<file path="src/rtl/txb_pkg.sv">
package txb_pkg;

    localparam int ADDR_W = 5;
    localparam int DATA_W = 8;
    localparam logic [ADDR_W-1:0] QUEUE_ADDR = 5'b00001;
    localparam logic [ADDR_W-1:0] THR_ADDR   = 5'b00010;

    typedef enum logic [1:0] {
        THR_4   = 2'b00,
        THR_16  = 2'b01,
        THR_64  = 2'b10,
        THR_112 = 2'b11
    } txb_thr_e;

    localparam txb_thr_e THR_DEFAULT = THR_64;

    typedef struct packed {
        logic              eof;
        logic [DATA_W-1:0] data;
    } txb_entry_t;

    typedef struct packed {
        logic       push;
        logic       cfg;
        txb_thr_e   code;
        txb_entry_t ent;
    } txb_wreq_t;

    function automatic logic [31:0] thr_bytes(txb_thr_e c);
        unique case (c)
            THR_4:   return 32'd4;
            THR_16:  return 32'd16;
            THR_64:  return 32'd64;
            default: return 32'd112;
        endcase
    endfunction

endpackage

</file>
<file path="src/rtl/txb_host_decode.sv">
module txb_host_decode
    import txb_pkg::*;
(
    input  logic              host_sel,
    input  logic              fifo_sel,
    input  logic              host_rw,
    input  logic [ADDR_W-1:0] host_addr,
    input  logic [DATA_W-1:0] host_data,
    input  logic              host_eof,
    output txb_wreq_t         wreq
);
    logic one_strobe;
    logic addr_wr;

    always_comb begin
        // the two strobes are mutually exclusive; both active blocks the cycle
        one_strobe   = host_sel ^ fifo_sel;
        addr_wr      = host_sel & ~fifo_sel & ~host_rw;
        wreq.push    = one_strobe & ~host_rw & (fifo_sel | (host_addr == QUEUE_ADDR));
        wreq.cfg     = addr_wr & (host_addr == THR_ADDR);
        wreq.code    = txb_thr_e'(host_data[1:0]);
        wreq.ent.eof = host_eof;
        wreq.ent.data = host_data;
    end
endmodule

</file>
<file path="src/rtl/txb_thr_reg.sv">
module txb_thr_reg
    import txb_pkg::*;
(
    input  logic     clk,
    input  logic     rst,
    input  logic     clr,
    input  logic     load,
    input  txb_thr_e code_in,
    output txb_thr_e code_q
);
    always_ff @(posedge clk) begin
        if (rst || clr) begin
            code_q <= THR_DEFAULT;
        end else if (load) begin
            code_q <= code_in;
        end
    end
endmodule

</file>
<file path="src/rtl/txb_store.sv">
module txb_store
    import txb_pkg::*;
#(
    parameter  int DEPTH = 136,
    localparam int PTR_W = $clog2(DEPTH),
    localparam int CNT_W = $clog2(DEPTH + 1)
) (
    input  logic             clk,
    input  logic             rst,
    input  logic             clr,
    input  logic             push,
    input  txb_entry_t       wr_ent,
    input  logic             take,
    output txb_entry_t       head,
    output logic             valid,
    output logic             full,
    output logic [CNT_W-1:0] occ,
    output logic [CNT_W-1:0] frames,
    output logic             ovf,
    output logic             pop_eof
);
    txb_entry_t       mem [DEPTH];
    logic [PTR_W-1:0] wp, rp;
    logic             do_push, do_pop, push_eof;

    function automatic logic [PTR_W-1:0] step_ptr(logic [PTR_W-1:0] p);
        return (p == PTR_W'(DEPTH - 1)) ? '0 : p + 1'b1;
    endfunction

    always_comb begin
        valid    = (occ != '0);
        full     = (occ == CNT_W'(DEPTH));
        head     = mem[rp];
        do_push  = push & ~full;
        do_pop   = take & valid;
        push_eof = do_push & wr_ent.eof;
        pop_eof  = do_pop & head.eof;
    end

    always_ff @(posedge clk) begin
        if (do_push) begin
            mem[wp] <= wr_ent;
        end
    end

    always_ff @(posedge clk) begin
        if (rst || clr) begin
            wp     <= '0;
            rp     <= '0;
            occ    <= '0;
            frames <= '0;
            ovf    <= 1'b0;
        end else begin
            if (do_push) wp <= step_ptr(wp);
            if (do_pop)  rp <= step_ptr(rp);
            unique case ({do_push, do_pop})
                2'b10:   occ <= occ + 1'b1;
                2'b01:   occ <= occ - 1'b1;
                default: occ <= occ;
            endcase
            unique case ({push_eof, pop_eof})
                2'b10:   frames <= frames + 1'b1;
                2'b01:   frames <= frames - 1'b1;
                default: frames <= frames;
            endcase
            if (push && full) ovf <= 1'b1;
        end
    end
endmodule

</file>
<file path="src/rtl/txb_start_ctl.sv">
module txb_start_ctl #(
    parameter int CNT_W = 8
) (
    input  logic             clk,
    input  logic             rst,
    input  logic             clr,
    input  logic [CNT_W-1:0] occ,
    input  logic [CNT_W-1:0] frames,
    input  logic             full,
    input  logic [31:0]      thr_n,
    input  logic             pop_eof,
    output logic             start_req
);
    logic started;
    logic cond;

    always_comb begin
        cond      = (frames != '0) | full | (32'(occ) >= thr_n);
        start_req = started | cond;
    end

    // once granted, the grant is held until the frame's last byte leaves
    always_ff @(posedge clk) begin
        if (rst || clr) begin
            started <= 1'b0;
        end else begin
            started <= (started | cond) & ~pop_eof;
        end
    end
endmodule

</file>
<file path="src/rtl/tx_stage_buffer.sv">
module tx_stage_buffer
    import txb_pkg::*;
#(
    parameter  int DEPTH = 136,
    localparam int CNT_W = $clog2(DEPTH + 1)
) (
    input  logic        clk,
    input  logic        rst,
    input  logic        soft_rst,
    input  logic        host_sel,
    input  logic        fifo_sel,
    input  logic        host_rw,
    input  logic [4:0]  host_addr,
    input  logic [7:0]  host_data,
    input  logic        host_eof,
    output logic [7:0]  rd_data,
    output logic        rd_eof,
    output logic        rd_valid,
    input  logic        rd_ready,
    output logic        start_req,
    output logic        overflow
);
    txb_wreq_t        wreq;
    txb_thr_e         code_q;
    txb_entry_t       head;
    logic             full, pop_eof;
    logic [CNT_W-1:0] occ, frames;
    logic [31:0]      thr_n;

    txb_host_decode u_dec (
        .host_sel  (host_sel),
        .fifo_sel  (fifo_sel),
        .host_rw   (host_rw),
        .host_addr (host_addr),
        .host_data (host_data),
        .host_eof  (host_eof),
        .wreq      (wreq)
    );

    txb_thr_reg u_thr (
        .clk     (clk),
        .rst     (rst),
        .clr     (soft_rst),
        .load    (wreq.cfg),
        .code_in (wreq.code),
        .code_q  (code_q)
    );

    assign thr_n = thr_bytes(code_q);

    txb_store #(.DEPTH(DEPTH)) u_store (
        .clk     (clk),
        .rst     (rst),
        .clr     (soft_rst),
        .push    (wreq.push),
        .wr_ent  (wreq.ent),
        .take    (rd_ready),
        .head    (head),
        .valid   (rd_valid),
        .full    (full),
        .occ     (occ),
        .frames  (frames),
        .ovf     (overflow),
        .pop_eof (pop_eof)
    );

    txb_start_ctl #(.CNT_W(CNT_W)) u_start (
        .clk       (clk),
        .rst       (rst),
        .clr       (soft_rst),
        .occ       (occ),
        .frames    (frames),
        .full      (full),
        .thr_n     (thr_n),
        .pop_eof   (pop_eof),
        .start_req (start_req)
    );

    assign rd_data = head.data;
    assign rd_eof  = head.eof;
endmodule

</file>
<file path="config.mk">
export PLATFORM = sky130hd
export DESIGN_NAME = tx_stage_buffer
export DESIGN_NICKNAME = d
export VERILOG_FILES = /design/src/rtl/txb_pkg.sv /design/src/rtl/txb_host_decode.sv /design/src/rtl/txb_thr_reg.sv /design/src/rtl/txb_store.sv /design/src/rtl/txb_start_ctl.sv /design/src/rtl/tx_stage_buffer.sv
export SDC_FILE = /design/constraint.sdc
export NUM_CORES = 1
export LEC_CHECK = 0
export BUFFER_PORTS_ARGS = -buffer_cell sky130_fd_sc_hd__buf_2
export CORE_ASPECT_RATIO = 1.75
export CORE_MARGIN = 5
export CORE_UTILIZATION = 45
export DETAILED_ROUTE_END_ITERATION = 10
export GPL_ROUTABILITY_DRIVEN = 0
export GPL_TIMING_DRIVEN = 1
export PLACE_DENSITY = 0.57
export SLEW_MARGIN = 25
export SYNTH_ARGS = -nofsm -noshare
export SYNTH_HDL_FRONTEND = slang
export SYNTH_SLANG_ARGS = --single-unit
</file>
<file path="constraint.sdc">
create_clock -name clk -period 7.4 [get_ports clk]
set_clock_uncertainty 0.1 [all_clocks]
set_input_delay 1.11 -clock clk [delete_from_list [all_inputs] [get_ports clk]]
set_output_delay 1.11 -clock clk [all_outputs]
set_load 0.05 [all_outputs]
</file>
==> impl_metrics.ini <==
[sta]
worst_slew_pin_slew_ns = 1.14
post-route-min-period_ns = 6.10
maxSlewHeadroom_pct = 23.6
slew_violations = 0
hold_ws_ns = 0.386
fin_setup_tns_ns = 0
min_period_over_period_pct = 82.5
rsz0062_at_grt = no
hold_viol_final = 0
setup_viol_count_final = 0
max_clock_freq_mhz = 164

[logic_synthesis]
postSynthAreaPerCell_um2 = 21.8
synth_area_um2 = 49600
synth_edf_count = 1224
ys_ff_latch = 1268
synth_cell_types = 59
synth_nets = 2328
async_flop_share_pct = 0
yosysSeqAreaShare_pct = 75.8
synth_ff_type = edfxtp_1
synthCells = 2281
ys_warn_count = 0

[routing]
drt-vias-per-instance = 5.85
routed_wl_um = 124000
wl_per_cell_um = 31.6
drc_errors = 0
dr_total_vias = 23039
drt_pass1_iterations = 5
initialDrtViolationCount = 2099
antenna_left = 0

[grt]
grt_pass1_vias = 24525
grt_antenna_before_repair = 1
grt_pass1_wl_um = 179000
grt_max_degree = 101
grt-ovfl-total = 0
grt_use_total_pct = 21.3

[clocking]
clkTransAtPathRegs_ns = 0.06
cts_tree = done
ctsHoldBuffers = 0
post_cts_buffers = 0
cts-root-buf = clkbuf_16
cts.htree.levels = 3
cts_sinks = 1268
numCtsBuffers = 111
ctsLongestPathBuffers = 3
cts.repair.resized = 0
clock_latency_ns = 0.72

[layout]
drive_gt1_share_pct = 28.7
layout_commonest_cell = edfxtp_1
area.growth.synth_to_final_pct = 11.5
fin_cells = 3936
nets = 2422
layout_common_cells = edfxtp_1 (1224), mux4_2 (365), nor2_1 (124)
fin_util_pct = 50.4

[power_and_ir_drop]
ir_worst_vdd_uv = 175
combPwrFrac_pct = 1.6
p_seq_share_pct = 56.6
swShare_pct = 20.0
finalPower_mw = 13.9
intPower_mw = 11.1
p_clk_share_pct = 41.8
p_leak_nw = 16.5
powerDensity_nw_per_um2 = 251
switchingPower_mw = 2.79

[run]
cap_violations = 0

[placement]
placedCellCount = 3729
io_buffers = 32
dpl.hpwl_um = 80600

[setup_path]
arrival_ns = 4.89
reg2reg_slack_ns = 1.92
crit_type = flip-flop to primary output
end_kind = primary output
required_ns = 6.19
worstSetupStartpointType = flip-flop
crit_fanout = 42

[floorplanning]
rows = 161
die_w_um = 261
die_area_um2 = 117000
coreArea_um2 = 110000
floorplan.initialDensity_pct = 45.2
io_pins = 33
die_h_um = 449

[run_status]
status = complete, no violations

[worst_hold_path]
hold_path_class = flip-flop to flip-flop
synth_stat cells (9+ instances only):
cell / n / area, um2
xor2_1: 13 / 114
nor2b_1: 11 / 68.8
nor4_1: 14 / 87.6
mux4_2: 365 / 8220
edfxtp_1: 1224 / 36800
ha_1: 24 / 300
a21oi_1: 21 / 105
nand2_1: 53 / 199
nor2_1: 188 / 706
dfxtp_1: 44 / 881
o21ai_0: 17 / 85.1
nand3_1: 9 / 45.0
a22o_1: 10 / 87.6
mux2i_1: 41 / 410
inv_1: 22 / 82.6
xnor2_1: 11 / 96.3
buf_6: 11 / 124
buf_2: 54 / 270
nand2b_1: 10 / 62.6
clkbuf_1: 36 / 135
stage by stage:
step / setup WS, ns / instance area, um2
floorplan: 2.95 / 49600
global placement: 1.80 / 51600
detailed placement: 1.87 / 51700
CTS: 1.09 / 55300
global route: 0.886 / 55300
finish: 1.30 / 55300
cells by family (layout without fill, tap and decap cells):
| kind of cell | count (synthesis) | in the layout | synth area share, % |
|---|---|---|---|
| multiplexers | 407 | 407 | 17.4 |
| XOR/XNOR | 24 | 24 | 0.424 |
| flip-flops | 1268 | 1268 | 75.8 |
| buffers and inverters | 137 | 324 | 1.39 |
| other | 0 | 1 | 0 |
| AND/OR/NAND/NOR | 327 | 327 | 2.96 |
| AO/OA/AOI/OAI | 92 | 92 | 1.29 |
| adder cells (fa/ha/maj) | 26 | 26 | 0.686 |
sequential cells by signal (all words and copies together) (netlist names), named ones only:
register and count:
u_store.occ 8, u_store.ovf 1, u_store.wp 8, u_start.started 1, u_thr.code_q 2, u_store.rp 8
u_store.mem 1224, u_store.frames 8
final cells by class:
cell class | count | area (um2)
inverter | 22 | 82.6
sequential | 1268 | 37600
tap | 1467 | 1840
antenna | 1 | 2.50
timing repair buffer | 96 | 702
clock buffer | 136 | 3010
fill | 8658 | 54400
clock inverter | 70 | 592
multi-input combinational | 876 | 11500
power by group through the flow:
stage / logic [mW] / clock network [mW] / registers, mW
5_1_grt: 0.241 / 6.19 / 7.86
6_report: 0.224 / 5.81 / 7.86
3_3_place_gp: 0.219 / 0 / 8.02
2_1_floorplan: 0.0788 / 0 / 8.02
3_5_place_dp: 0.231 / 0 / 8.02
4_1_cts: 0.231 / 5.93 / 7.86
worst max-delay path: stages, from the launching register on:
cell     delay [ns]
dfxtp_4        0.61
buf_4          0.68
buf_4          0.81
mux4_2         0.36
mux4_2         0.31
mux2i_1        0.09
a22o_1         0.25
nor4_1         0.63
buf_2          0.39
metal layers:
layer  vias up  GRT usage [%]  wire, um  part of all wire, %
li1       9690              -         -                    -
met1     12535           25.3     44800                   36
met2       643           39.7     70100                   56
met3       169           3.38      5570                  4.5
met4         2           6.43      3730                  3.0
met5         -              0        16                0.013
worst paths after layout:
check                startpoint           endpoint  depth (start not counted)
setup / recovery      flip-flop         rd_data[5]                          8
hold / removal    u_store.rp[1]          flip-flop                          2
setup reg to reg      flip-flop  u_store.frames[7]                         17
hold reg to reg   u_store.rp[1]          flip-flop                          2
Note: power is estimated with default switching activity, not from simulation.
